### src/rtl/dbgtrap_pkg.sv
package dbgtrap_pkg;

    localparam int REG_ADDR_W = 3;

    typedef enum logic [1:0] {
        RC_PDOWN = 2'd0,
        RC_ROM   = 2'd1,
        RC_GEN   = 2'd2,
        RC_COMMS = 2'd3
    } reg_class_e;

    typedef enum logic [1:0] {
        RSP_OK = 2'd0,
        RSP_L1 = 2'd1,
        RSP_L2 = 2'd2,
        RSP_L3 = 2'd3
    } trap_rsp_e;

    typedef struct packed {
        logic fgt;
        logic l1_comms;
        logic tge;
        logic l2_tde;
        logic l2_pdown;
        logic l2_rom;
        logic l2_dbg;
        logic l2_comms;
        logic l3_pdown;
        logic l3_dbg;
        logic l3_comms;
    } trap_cfg_t;

    localparam logic [REG_ADDR_W-1:0] A_LOCK  = 3'd0;
    localparam logic [REG_ADDR_W-1:0] A_STAT  = 3'd1;
    localparam logic [REG_ADDR_W-1:0] A_DLK   = 3'd2;
    localparam logic [REG_ADDR_W-1:0] A_CSET  = 3'd3;
    localparam logic [REG_ADDR_W-1:0] A_CCLR  = 3'd4;
    localparam logic [REG_ADDR_W-1:0] A_ROM   = 3'd5;
    localparam logic [REG_ADDR_W-1:0] A_COMMS = 3'd6;

    function automatic reg_class_e class_of(input logic [REG_ADDR_W-1:0] a);
        reg_class_e c;
        unique case (a)
            A_LOCK, A_STAT, A_DLK: c = RC_PDOWN;
            A_ROM:                 c = RC_ROM;
            A_COMMS:               c = RC_COMMS;
            default:               c = RC_GEN;
        endcase
        return c;
    endfunction

endpackage

### src/rtl/dbgtrap_classify.sv
module dbgtrap_classify
    import dbgtrap_pkg::*;
(
    input  logic [1:0]  cur_el,
    input  reg_class_e  cls,
    input  trap_cfg_t   cfg,
    output trap_rsp_e   rsp
);
    logic below2;
    logic below3;
    logic l2_hit;
    logic l3_hit;
    logic l2_common;
    logic l1_hit;

    assign below2    = (cur_el < 2'd2);
    assign below3    = (cur_el != 2'd3);
    assign l2_common = cfg.l2_tde | cfg.tge;
    assign l1_hit    = (cls == RC_COMMS) && (cur_el == 2'd0) && cfg.l1_comms;

    always_comb begin
        l2_hit = 1'b0;
        l3_hit = 1'b0;
        unique case (cls)
            RC_PDOWN: begin
                l2_hit = cfg.l2_pdown | l2_common;
                l3_hit = cfg.l3_pdown;
            end
            RC_ROM: begin
                l2_hit = cfg.l2_rom | l2_common;
                l3_hit = cfg.l3_dbg;
            end
            RC_GEN: begin
                l2_hit = cfg.l2_dbg | l2_common;
                l3_hit = cfg.l3_dbg;
            end
            RC_COMMS: begin
                l2_hit = cfg.l2_dbg | l2_common | (cfg.fgt & cfg.l2_comms);
                l3_hit = cfg.l3_dbg | (cfg.fgt & cfg.l3_comms);
            end
            default: begin
                l2_hit = 1'b0;
                l3_hit = 1'b0;
            end
        endcase
    end

    always_comb begin
        if (l1_hit)                rsp = RSP_L1;
        else if (below2 && l2_hit) rsp = RSP_L2;
        else if (below3 && l3_hit) rsp = RSP_L3;
        else                       rsp = RSP_OK;
    end

endmodule

### src/rtl/dbgtrap_regs.sv
module dbgtrap_regs
    import dbgtrap_pkg::*;
#(
    parameter int                DATA_W   = 32,
    parameter int                CLAIM_W  = 8,
    parameter bit                DLOCK_EN = 1'b1,
    parameter logic [DATA_W-1:0] LOCK_KEY = 32'hC5ACCE55
) (
    input  logic                  clk,
    input  logic                  rst_n,
    input  logic                  wr_en,
    input  logic [REG_ADDR_W-1:0] addr,
    input  logic [DATA_W-1:0]     wdata,
    input  logic                  wide_form,
    output logic [DATA_W-1:0]     rd_value,
    output logic                  lock_q,
    output logic [CLAIM_W-1:0]    claim_q
);
    localparam logic [DATA_W-1:0] STAT_BASE = DATA_W'(8);

    typedef enum logic {LK_OPEN = 1'b0, LK_HELD = 1'b1} lock_st_e;

    lock_st_e lk_state;
    lock_st_e lk_next;
    logic     lock_wr;
    logic     lock_req;
    logic     dlk_q;

    assign lock_wr  = wr_en && (addr == A_LOCK);
    assign lock_req = wide_form ? wdata[0] : (wdata == LOCK_KEY);

    always_ff @(posedge clk or negedge rst_n) begin
        if (!rst_n) lk_state <= LK_HELD;
        else        lk_state <= lk_next;
    end

    always_comb begin
        lk_next = lk_state;
        unique case (lk_state)
            LK_OPEN: if (lock_wr && lock_req)  lk_next = LK_HELD;
            LK_HELD: if (lock_wr && !lock_req) lk_next = LK_OPEN;
            default: lk_next = LK_HELD;
        endcase
    end

    assign lock_q = (lk_state == LK_HELD);

    always_ff @(posedge clk or negedge rst_n) begin
        if (!rst_n) begin
            claim_q <= '0;
        end else if (wr_en && addr == A_CSET) begin
            claim_q <= claim_q | wdata[CLAIM_W-1:0];
        end else if (wr_en && addr == A_CCLR) begin
            claim_q <= claim_q & ~wdata[CLAIM_W-1:0];
        end
    end

    generate
        if (DLOCK_EN) begin : g_dlk
            always_ff @(posedge clk or negedge rst_n) begin
                if (!rst_n)                    dlk_q <= 1'b0;
                else if (wr_en && addr == A_DLK) dlk_q <= wdata[0];
            end
        end else begin : g_no_dlk
            assign dlk_q = 1'b0;
        end
    endgenerate

    always_comb begin
        rd_value = '0;
        unique case (addr)
            A_STAT:  rd_value = STAT_BASE | (DATA_W'(lock_q) << 1);
            A_DLK:   rd_value = DATA_W'(dlk_q);
            A_CSET:  rd_value = DATA_W'({CLAIM_W{1'b1}});
            A_CCLR:  rd_value = DATA_W'(claim_q);
            default: rd_value = '0;
        endcase
    end

    // an unselected cycle keeps the tags
    AST_CLAIM_HOLD: assert property (@(posedge clk) disable iff (!rst_n)
        !wr_en |=> $stable(claim_q));

endmodule

### src/rtl/dbgtrap_top.sv
module dbgtrap_top
    import dbgtrap_pkg::*;
#(
    parameter int DATA_W   = 32,
    parameter int CLAIM_W  = 8,
    parameter bit DLOCK_EN = 1'b1
) (
    input  logic                  clk,
    input  logic                  rst_n,
    input  logic                  req_valid,
    input  logic                  req_write,
    input  logic [REG_ADDR_W-1:0] req_addr,
    input  logic [DATA_W-1:0]     req_wdata,
    input  logic                  req_wide,
    input  logic [1:0]            cur_el,
    input  logic                  l1_comms,
    input  logic                  l2_pdown,
    input  logic                  l2_rom,
    input  logic                  l2_dbg,
    input  logic                  l2_tde,
    input  logic                  l2_comms,
    input  logic                  hyp_tge,
    input  logic                  l3_pdown,
    input  logic                  l3_dbg,
    input  logic                  l3_comms,
    input  logic                  fgt_present,
    output logic [DATA_W-1:0]     rdata,
    output logic [1:0]            resp
);
    trap_cfg_t          cfg;
    reg_class_e         cls;
    trap_rsp_e          rsp_e;
    logic               allowed;
    logic               wr_en;
    logic [DATA_W-1:0]  rd_value;
    logic               lock_q;
    logic [CLAIM_W-1:0] claim_q;

    assign cfg = '{fgt: fgt_present, l1_comms: l1_comms, tge: hyp_tge,
                   l2_tde: l2_tde, l2_pdown: l2_pdown, l2_rom: l2_rom,
                   l2_dbg: l2_dbg, l2_comms: l2_comms, l3_pdown: l3_pdown,
                   l3_dbg: l3_dbg, l3_comms: l3_comms};
    assign cls = class_of(req_addr);

    dbgtrap_classify u_cls (
        .cur_el (cur_el),
        .cls    (cls),
        .cfg    (cfg),
        .rsp    (rsp_e)
    );

    assign allowed = (rsp_e == RSP_OK);
    assign wr_en   = req_valid && req_write && allowed;

    dbgtrap_regs #(
        .DATA_W   (DATA_W),
        .CLAIM_W  (CLAIM_W),
        .DLOCK_EN (DLOCK_EN)
    ) u_regs (
        .clk       (clk),
        .rst_n     (rst_n),
        .wr_en     (wr_en),
        .addr      (req_addr),
        .wdata     (req_wdata),
        .wide_form (req_wide),
        .rd_value  (rd_value),
        .lock_q    (lock_q),
        .claim_q   (claim_q)
    );

    always_comb begin
        resp  = rsp_e;
        rdata = (req_valid && !req_write && allowed) ? rd_value : '0;
    end

    AST_TOP_EL_NO_TRAP: assert property (@(posedge clk) disable iff (!rst_n)
        (cur_el == 2'd3) |-> (resp == 2'd0));
    AST_L2_ONLY_BELOW2: assert property (@(posedge clk) disable iff (!rst_n)
        (resp == 2'd2) |-> (cur_el < 2'd2));
    AST_L1_ONLY_COMMS: assert property (@(posedge clk) disable iff (!rst_n)
        (resp == 2'd1) |-> (req_addr == A_COMMS && cur_el == 2'd0));
    AST_TRAP_ZERO_DATA: assert property (@(posedge clk) disable iff (!rst_n)
        (resp != 2'd0) |-> (rdata == '0));
    AST_TRAP_KEEPS_LOCK: assert property (@(posedge clk) disable iff (!rst_n)
        (req_valid && req_write && resp != 2'd0) |=> $stable(lock_q));
    AST_TRAP_KEEPS_CLAIM: assert property (@(posedge clk) disable iff (!rst_n)
        (req_valid && req_write && resp != 2'd0) |=> $stable(claim_q));

endmodule

### config.mk
export PLATFORM = sky130hd
export DESIGN_NAME = dbgtrap_top
export DESIGN_NICKNAME = d
export VERILOG_FILES = /design/src/rtl/dbgtrap_pkg.sv /design/src/rtl/dbgtrap_classify.sv /design/src/rtl/dbgtrap_regs.sv /design/src/rtl/dbgtrap_top.sv
export SDC_FILE = /design/constraint.sdc
export NUM_CORES = 1
export LEC_CHECK = 0
export ABC_AREA = 0
export BUFFER_PORTS_ARGS = -buffer_cell sky130_fd_sc_hd__buf_2
export CORE_ASPECT_RATIO = 0.6
export CORE_UTILIZATION = 43
export CTS_CLUSTER_DIAMETER = 50
export DETAILED_ROUTE_END_ITERATION = 7
export GPL_TIMING_DRIVEN = 0
export HOLD_SLACK_MARGIN = 0.08
export PLACE_DENSITY = 0.87
export SLEW_MARGIN = 30
export SYNTH_ARGS = -nofsm -noshare
export SYNTH_HDL_FRONTEND = slang
export SYNTH_SLANG_ARGS = --single-unit
export TNS_END_PERCENT = 20
### constraint.sdc
create_clock -name clk -period 3.3 [get_ports clk]
set_input_delay 0.495 -clock clk [delete_from_list [all_inputs] [get_ports clk]]
set_output_delay 0.495 -clock clk [all_outputs]
set_load 0.02 [all_outputs]
==> results_dict.tcl <==
set metrics [dict create \
    setup_viol 0 \
    ys_types 46 \
    crit_chain "buf_2 -> buf_2 -> mux2i_1 -> nor4_2 -> a211oi_2 -> or4_1 -> buf_6 -> a21oi_2 -> buf_2" \
    async_flop_share_pct 100 \
    drc 0 \
    avgSynthCellArea_um2 7.99 \
    maxCapViolations 0 \
    die_h_um 41.9 \
    cpPeakStageDelay_ps 540 \
    yosys.area_share.adder_pct 0 \
    grt_pass1_wl_mm 4.23 \
    cpMostUsedCell "buf_2" \
    fin_crit_sh_pct 83.5 \
    die_area_um2 2870 \
    path_clk_slew_ps 50 \
    synthCells 143 \
    clk_latency_ps 240 \
    ctsHoldBuffers 0 \
    fin_skew_ps 0 \
    crit_start "req_addr[2]" \
    hold_viol_final 0 \
    cts_buffers 3 \
    post-cts-setup-buffers 0 \
    synthXorXnorAreaFrac_pct 0 \
    htree_levels 1 \
    max_clock_freq_mhz 363 \
    worst_pin_slew_ps 501 \
    synth_edf_count 0 \
    ir_drop_mv 0.134 \
    ys.flop_type "dfrtp_1" \
    synth-simple-area-share_pct 28.7 \
    area_growth_pct 43.0 \
    coreArea_um2 2500 \
    timing.rr.start "u_regs.dlk_q" \
    port_buffers 62 \
    path_max_fanout 10 \
    ys_warn_count 0 \
    overflow 0 \
    timing.critical_path.buf_inv 4 \
    antenna_found_initial 0 \
    synth_compound_area_share_pct 21.9 \
    ios 87 \
    grt_setup_unrepaired "no" \
    p_leak_nw 0.847 \
    ys_ff_latch 10 \
    clockBufferDepth 2 \
    crit_type "primary input to primary output" \
    hold_ws_ps 104 \
    tns_ps 0 \
    hpwlAfterDp_mm 2.30 \
    grt_util_all_layers_pct 20.4 \
    finalCriticalPeriod_ps 2750 \
    powerDensity_nw_per_um2 296 \
    cts_tree "built" \
    worstPathArrival_ps 2260 \
    wl_per_cell_um 10.6 \
    dieWidth_um 68.5 \
    cts_root_buf "clkbuf_8" \
    status "complete, no violations" \
    cts.repair.resized 0 \
    dr.pass1.iters 4 \
    via_count 1268 \
    nNetsFinal 286 \
    wl_mm 2.80 \
    grt_max_degree 11 \
    start_kind "primary input" \
    slowest_stage "or4_1" \
    synth_top_family_by_area "simple AND/OR/NAND/NOR gates" \
    min-delay-path-class "primary input to async pin" \
    avgViaCountPerCell 4.80 \
    antennaDiodeCount 0 \
    maxSlewViolCount 0 \
    synthMuxAreaShare_pct 2.85 \
    crit_family "simple AND/OR/NAND/NOR gates" \
    seq_area_frac_synth_pct 22.0 \
    cts_sinks 10 \
    syn_area_um2 1140 \
    max_slew_margin_pct 66.5 \
    ant_nets 0 \
    cp-end-kind "primary output" \
    drive_above_1_share_pct 49.6 \
    grt_pass1_vias 992 \
    required_ps 2800 \
    row_count 14 \
    first_iter_violations 87 \
    start_util_pct 45.6 \
    place.gp.congestion 0.811 \
]
-- metal layers --
| metal | track usage (%) | vias to the layer above | routed length [µm] |
|---|---|---|---|
| met5 | 0 | - | 0 |
| met4 | 6.25 | 0 | 31 |
| met3 | 5.77 | 5 | 259 |
| met2 | 31.6 | 70 | 1260 |
| met1 | 27.4 | 540 | 1250 |
| li1 | - | 653 | - |
-- area by class of cell --
cell class / count / area, µm²
well taps: 32 / 40.0
inverters: 10 / 37.5
plain buffers: 34 / 239
repair buffers: 62 / 310
clock buffers: 4 / 55.1
multi-input cells: 112 / 701
flip-flops and latches: 10 / 251
fillers: 214 / 871
-- cell usage after synthesis, types with 2 or more instances --
| library cell | instances | share of area (%) |
|---|---|---|
| inv_1 | 10 | 3.3 |
| nand4_1 | 5 | 2.7 |
| mux2_2 | 2 | 2.0 |
| clkbuf_1 | 4 | 1.3 |
| nor4b_1 | 2 | 1.5 |
| buf_4 | 25 | 16 |
| nand2_1 | 4 | 1.3 |
| o21a_1 | 2 | 1.3 |
| o41ai_1 | 8 | 6.1 |
| a21oi_1 | 7 | 3.1 |
| or4b_2 | 2 | 1.8 |
| buf_2 | 2 | 0.88 |
| nor3_1 | 2 | 0.88 |
| nor2_1 | 3 | 0.99 |
| buf_6 | 2 | 2.0 |
| dfrtp_1 | 9 | 20 |
| nand3_1 | 9 | 3.9 |
| nor4_1 | 2 | 1.1 |
| nor2_2 | 7 | 3.8 |
| o21ai_0 | 9 | 3.9 |
| or2_2 | 2 | 1.1 |
-- layout by cell type, fill, tap and decap left out, types with 7 or more instances in the layout --
cell type	n
nand3_1	9
buf_4	25
buf_2	64
o21ai_0	9
o41ai_1	8
conb_1	24
nor2_2	7
inv_1	10
a21oi_1	7
dfrtp_1	9
-- through the flow --
stage / instances / setup WS (ps) / util [%] / instance area [µm²] / power [mW]
after floorplan: 166 / 844 / - / 1230 / 0.274
after global placement: 260 / 578 / 63.0 / 1580 / 0.328
after detailed placement: 260 / 578 / 63.0 / 1580 / 0.331
after CTS: 264 / 569 / 65.2 / 1630 / 0.487
after global routing: 264 / 476 / 65.2 / 1630 / 0.513
final: 264 / 545 / 65.2 / 1630 / 0.484
-- power by group --
part | switching [mW] | leakage [nW] | internal, mW
clock | 0.0479 | 0.0288 | 0.105
sequential | 0.0119 | 0.129 | 0.145
combinational | 0.0945 | 0.689 | 0.0799
-- worst paths after layout --
kind	to	slack (ps)	cells past startpoint
setup / recovery	rdata[0]	550	9
hold / removal	async pin	100	1
setup reg to reg	u_regs.dlk_q	2550	1
hold reg to reg	flip-flop	500	2
max in group asynchronous	async pin	2940	1
min in group clk	flip-flop	500	2
-- logic make-up (layout without fill, tap and decap cells) --
family          after synthesis  count (layout)
compound gates               35              35
buf+inv                      44             110
simple gates                 50              50
other cells                   1              24
flops                        10              10
mux                           3               3
No activity file was read; power rests on OpenSTA's default activity.
